### src/rtl/hrp_pkg.sv
package hrp_pkg;

    localparam int ADDR_HI  = 35;
    localparam int ADDR_LO  = 3;
    localparam int AP_SPLIT = 24;
    localparam int REQ_W    = 5;
    localparam int RSP_W    = 3;
    localparam int AP_N     = 2;

    // where a request cycle sits within the request phase
    typedef enum logic [1:0] {
        PH_IDLE   = 2'd0,
        PH_FIRST  = 2'd1,
        PH_SECOND = 2'd2
    } phase_e;

    // parity bits that travel with a request cycle
    typedef struct packed {
        logic [AP_N-1:0] ap;
        logic            rp;
    } req_par_t;

    // lowest address bit covered by parity group g
    function automatic int grp_lo(input int g, input int lo, input int split);
        return (g == 0) ? lo : split;
    endfunction

    // highest address bit covered by parity group g
    function automatic int grp_hi(input int g, input int hi, input int split);
        return (g == 0) ? split - 1 : hi;
    endfunction

endpackage

### src/rtl/hrp_pargen.sv
module hrp_pargen #(
    parameter int ADDR_HI  = hrp_pkg::ADDR_HI,
    parameter int ADDR_LO  = hrp_pkg::ADDR_LO,
    parameter int AP_SPLIT = hrp_pkg::AP_SPLIT,
    parameter int REQ_W    = hrp_pkg::REQ_W,
    parameter int RSP_W    = hrp_pkg::RSP_W
) (
    input  logic [ADDR_HI:ADDR_LO] addr,
    input  logic [REQ_W-1:0]       req_type,
    input  logic                   strobe,
    input  logic [RSP_W-1:0]       rsp,
    output hrp_pkg::req_par_t      gen,
    output logic                   rsp_par
);
    import hrp_pkg::*;

    logic [AP_N-1:0] ap_bits;

    for (genvar g = 0; g < AP_N; g++) begin : g_grp
        localparam int LO = grp_lo(g, ADDR_LO, AP_SPLIT);
        localparam int HI = grp_hi(g, ADDR_HI, AP_SPLIT);
        assign ap_bits[g] = ^addr[HI:LO];
    end

    assign gen.ap  = ap_bits;
    assign gen.rp  = (^req_type) ^ strobe;
    assign rsp_par = ^rsp;

endmodule

### config.mk
export PLATFORM = sky130hd
export DESIGN_NAME = hrp_pargen
export DESIGN_NICKNAME = d
export VERILOG_FILES = /design/src/rtl/hrp_pkg.sv /design/src/rtl/hrp_pargen.sv
export SDC_FILE = /design/constraint.sdc
export NUM_CORES = 1
export LEC_CHECK = 0
export BUFFER_PORTS_ARGS = -buffer_cell sky130_fd_sc_hd__buf_2
export CELL_PAD_IN_SITES_DETAIL_PLACEMENT = 1
export CELL_PAD_IN_SITES_GLOBAL_PLACEMENT = 1
export CORE_UTILIZATION = 20
export DETAILED_ROUTE_END_ITERATION = 8
export GPL_TIMING_DRIVEN = 1
export PLACE_DENSITY = 0.9
export SLEW_MARGIN = 20
export SYNTH_ARGS = -nofsm -noshare
export SYNTH_HDL_FRONTEND = slang
export SYNTH_SLANG_ARGS = --single-unit
### constraint.sdc
create_clock -name vclk -period 2.3
set_input_delay 0.575 -clock vclk [all_inputs]
set_output_delay 0.575 -clock vclk [all_outputs]
set_load 0.05 [all_outputs]
==> metrics.log <==
[metrics] result of the run: complete, but fails checks
[metrics] failing checks: negative setup slack
[metrics] CP Data Arrival Time: 1.77 ns
[metrics] unrepaired setup endpoints after global routing: true
[metrics] number of iterations in the first detailed-routing pass: 1
[metrics] synthesized cell area: 337.8 sq um
[metrics] Die Ht: 43.10 microns
[metrics] setup-violating endpoint count in the final report: 1
[metrics] Worst Slack Setup Final: -0.04276 ns
[metrics] post-synthesis sequential area ratio: 0
[metrics] static leakage power: 0.3313 nW
[metrics] area of the core: 1541 sq um
[metrics] distinct cell type count of the synthesized netlist: 3
[metrics] worst slack at placement: -0.07203 ns
[metrics] DRC violation count after routing: 0
[metrics] starting density of the core: 0.2192
[metrics] hold crit path type: in2out
[metrics] total wire length after detailed routing: 975 microns
[metrics] total via count after detailed routing: 417
[metrics] headroom to the max-slew limit: 0.8271
[metrics] port bufs: 46
[metrics] first-pass GRT wire length: 1393 microns
[metrics] total track usage: 0.09060
[metrics] count of final hold-check violations: 0
[metrics] Most common cell on crit path: xnor2_1
[metrics] number of warnings reported in the yosys synthesis log: 0
[metrics] worst-path cell with the longest stage delay: xnor3_1
[metrics] Placer Congestion: 0.6293
[metrics] maximum number of pins on one net before global-route repair: 2
[metrics] post-route minimum period: 2.343 ns
[metrics] num sequential: 0
[metrics] number of cells in the design after placement: 99
[metrics] synth-to-layout area growth: 104.1%
[metrics] post-cts hold buffer count: 0
[metrics] slew at the pin closest to its max-slew limit: 0.2575 ns
[metrics] max-slew violation count: 0
[metrics] family of cells with the greatest summed delay on the critical path: XOR/XNOR gates
[metrics] via count of the first global-routing pass: between 400 and 500
[metrics] flip-flop and latch area: 0 sq um
[metrics] number of nets still failing antenna checks after routing: 0
[metrics] number of clock-tree buffers in the layout: 0
[metrics] PwrDens: about 610 nW/um^2
[metrics] Initial DRC Count: 0
[metrics] area share of the leading cell type in the synthesized netlist: 0.8037
[metrics] CP startpoint kind: primary input
[metrics] Chip Width: ~43 microns
[metrics] worst endpoint required time: approximately 1.7 ns
[metrics] buffers plus inverters on the worst setup path: 2
[metrics] cell type with the highest aggregate area in the netlist: xnor2_1
[metrics] GRT Residual Overflow: 0
[metrics] critical path, cell by cell: buf_2 -> xnor2_2 -> xnor2_1 -> xnor2_1 -> xnor3_1 -> buf_6
[metrics] final routed wire length divided by cell count: 9.848 microns
[metrics] floorplan row count: 14
[metrics] cells taking the most area after synthesis: xnor2_1 (80%), xor2_1 (13%), xnor3_1 (6.7%)
[metrics] fraction of the cycle the final worst path needs: 1.019
[metrics] worst stage delay on the critical path: 0.44 ns
[metrics] total number of nets in the final design: 127
[metrics] setup fix buffers added after clock tree synthesis: 0
[metrics] number of max-capacitance violations reported: 0
[metrics] number of antenna violations at the first check in global routing: 0
[metrics] peak ir drop on the vdd network: 0.0003582 V
[metrics] die footprint: 1858 sq um
[metrics] non-filler cells in the finished layout: 99
[metrics] worst-path fanout max: 1
[metrics] f_max: 426.8 MHz
[metrics] net count after synthesis: 79
[metrics] cells after synthesis: 37
[metrics] final antenna diode count: 0
[metrics] placed wire-length estimate after detailed placement: 858 microns
[metrics] Vias per Instance: 4.212
[metrics] syn avg cell area: 9.130 sq um
[metrics] kind of end point of the critical path: output pin
[metrics] CP Class: in2out
[metrics] number of placed I/O pins: 46
[metrics] most common cell after layout, fill and taps aside: buf_2
[metrics] leading cell types in the layout, fill and taps excluded: buf_2 (40), xnor2_1 (25), buf_6 (6), xnor2_2 (5), xor2_1 (4)
[metrics] share of post-route cells with drive strength above 1: 0.6386
==> worst paths after layout <==
path / depth (start not counted) / slack, ns / endpoint / startpoint
worst min-delay path: 3 / 1.49 / rsp_par / rsp[1]
worst max-delay path: 6 / -0.04 / gen[1] / addr[18]
==> cell usage after synthesis, drive strengths merged <==
cell    n
xor2    5
xnor3   1
xnor2  31
==> timing repair <==
| item | in CTS | in global routing |
|---|---|---|
| setup endpoints to repair | 1 | 1 |
| resized for setup | 3 | 11 |
| pin swaps | 2 | 7 |
==> metal layers <==
metal | up-vias | part of all wire | GRT usage
li1 | 203 | - | -
met1 | 186 | 0.24 | 0.06599
met2 | 28 | 0.65 | 0.2328
met3 | 0 | 0.11 | 0.004255
met4 | 0 | 0 | 0
met5 | - | 0 | 0
==> power breakdown <==
part / internal [mW] / switching [mW]
Combinational: 0.191 / 0.231
Sequential: 0 / 0
Clock: 0 / 0
Total: 0.191 / 0.231
==> cells by family after synthesis <==
| family | after synthesis | share of synthesized area |
|---|---|---|
| XOR/XNOR | 37 | 1.000 |
==> tightest hold or removal path, cell delays in order <==
cell and delay (ns):
buf_2 0.08, xnor2_1 0.06, buf_2 0.20
==> layout make-up <==
class | count | area (sq um)
fill | 194 | 852.1
multi-input combinational | 37 | 401.6
tap | 16 | 20.02
timing repair buffer | 46 | 267.8
==> through the flow <==
stage	setup TNS, ns	util	hold slack [ns]	power [mW]	area [sq um]
after floorplan	0	-	1.455	0.2881	345.3
after global placement	-0.04378	0.3864	1.487	0.3660	595.6
after detailed placement	-0.07203	0.3864	1.496	0.3718	595.6
after CTS	-0.03007	0.3953	1.496	0.4020	609.3
after global routing	-0.08503	0.4472	1.518	0.4440	689.4
final	-0.04276	0.4472	1.491	0.4213	689.4
Note: power is estimated with default switching activity, not from simulation.
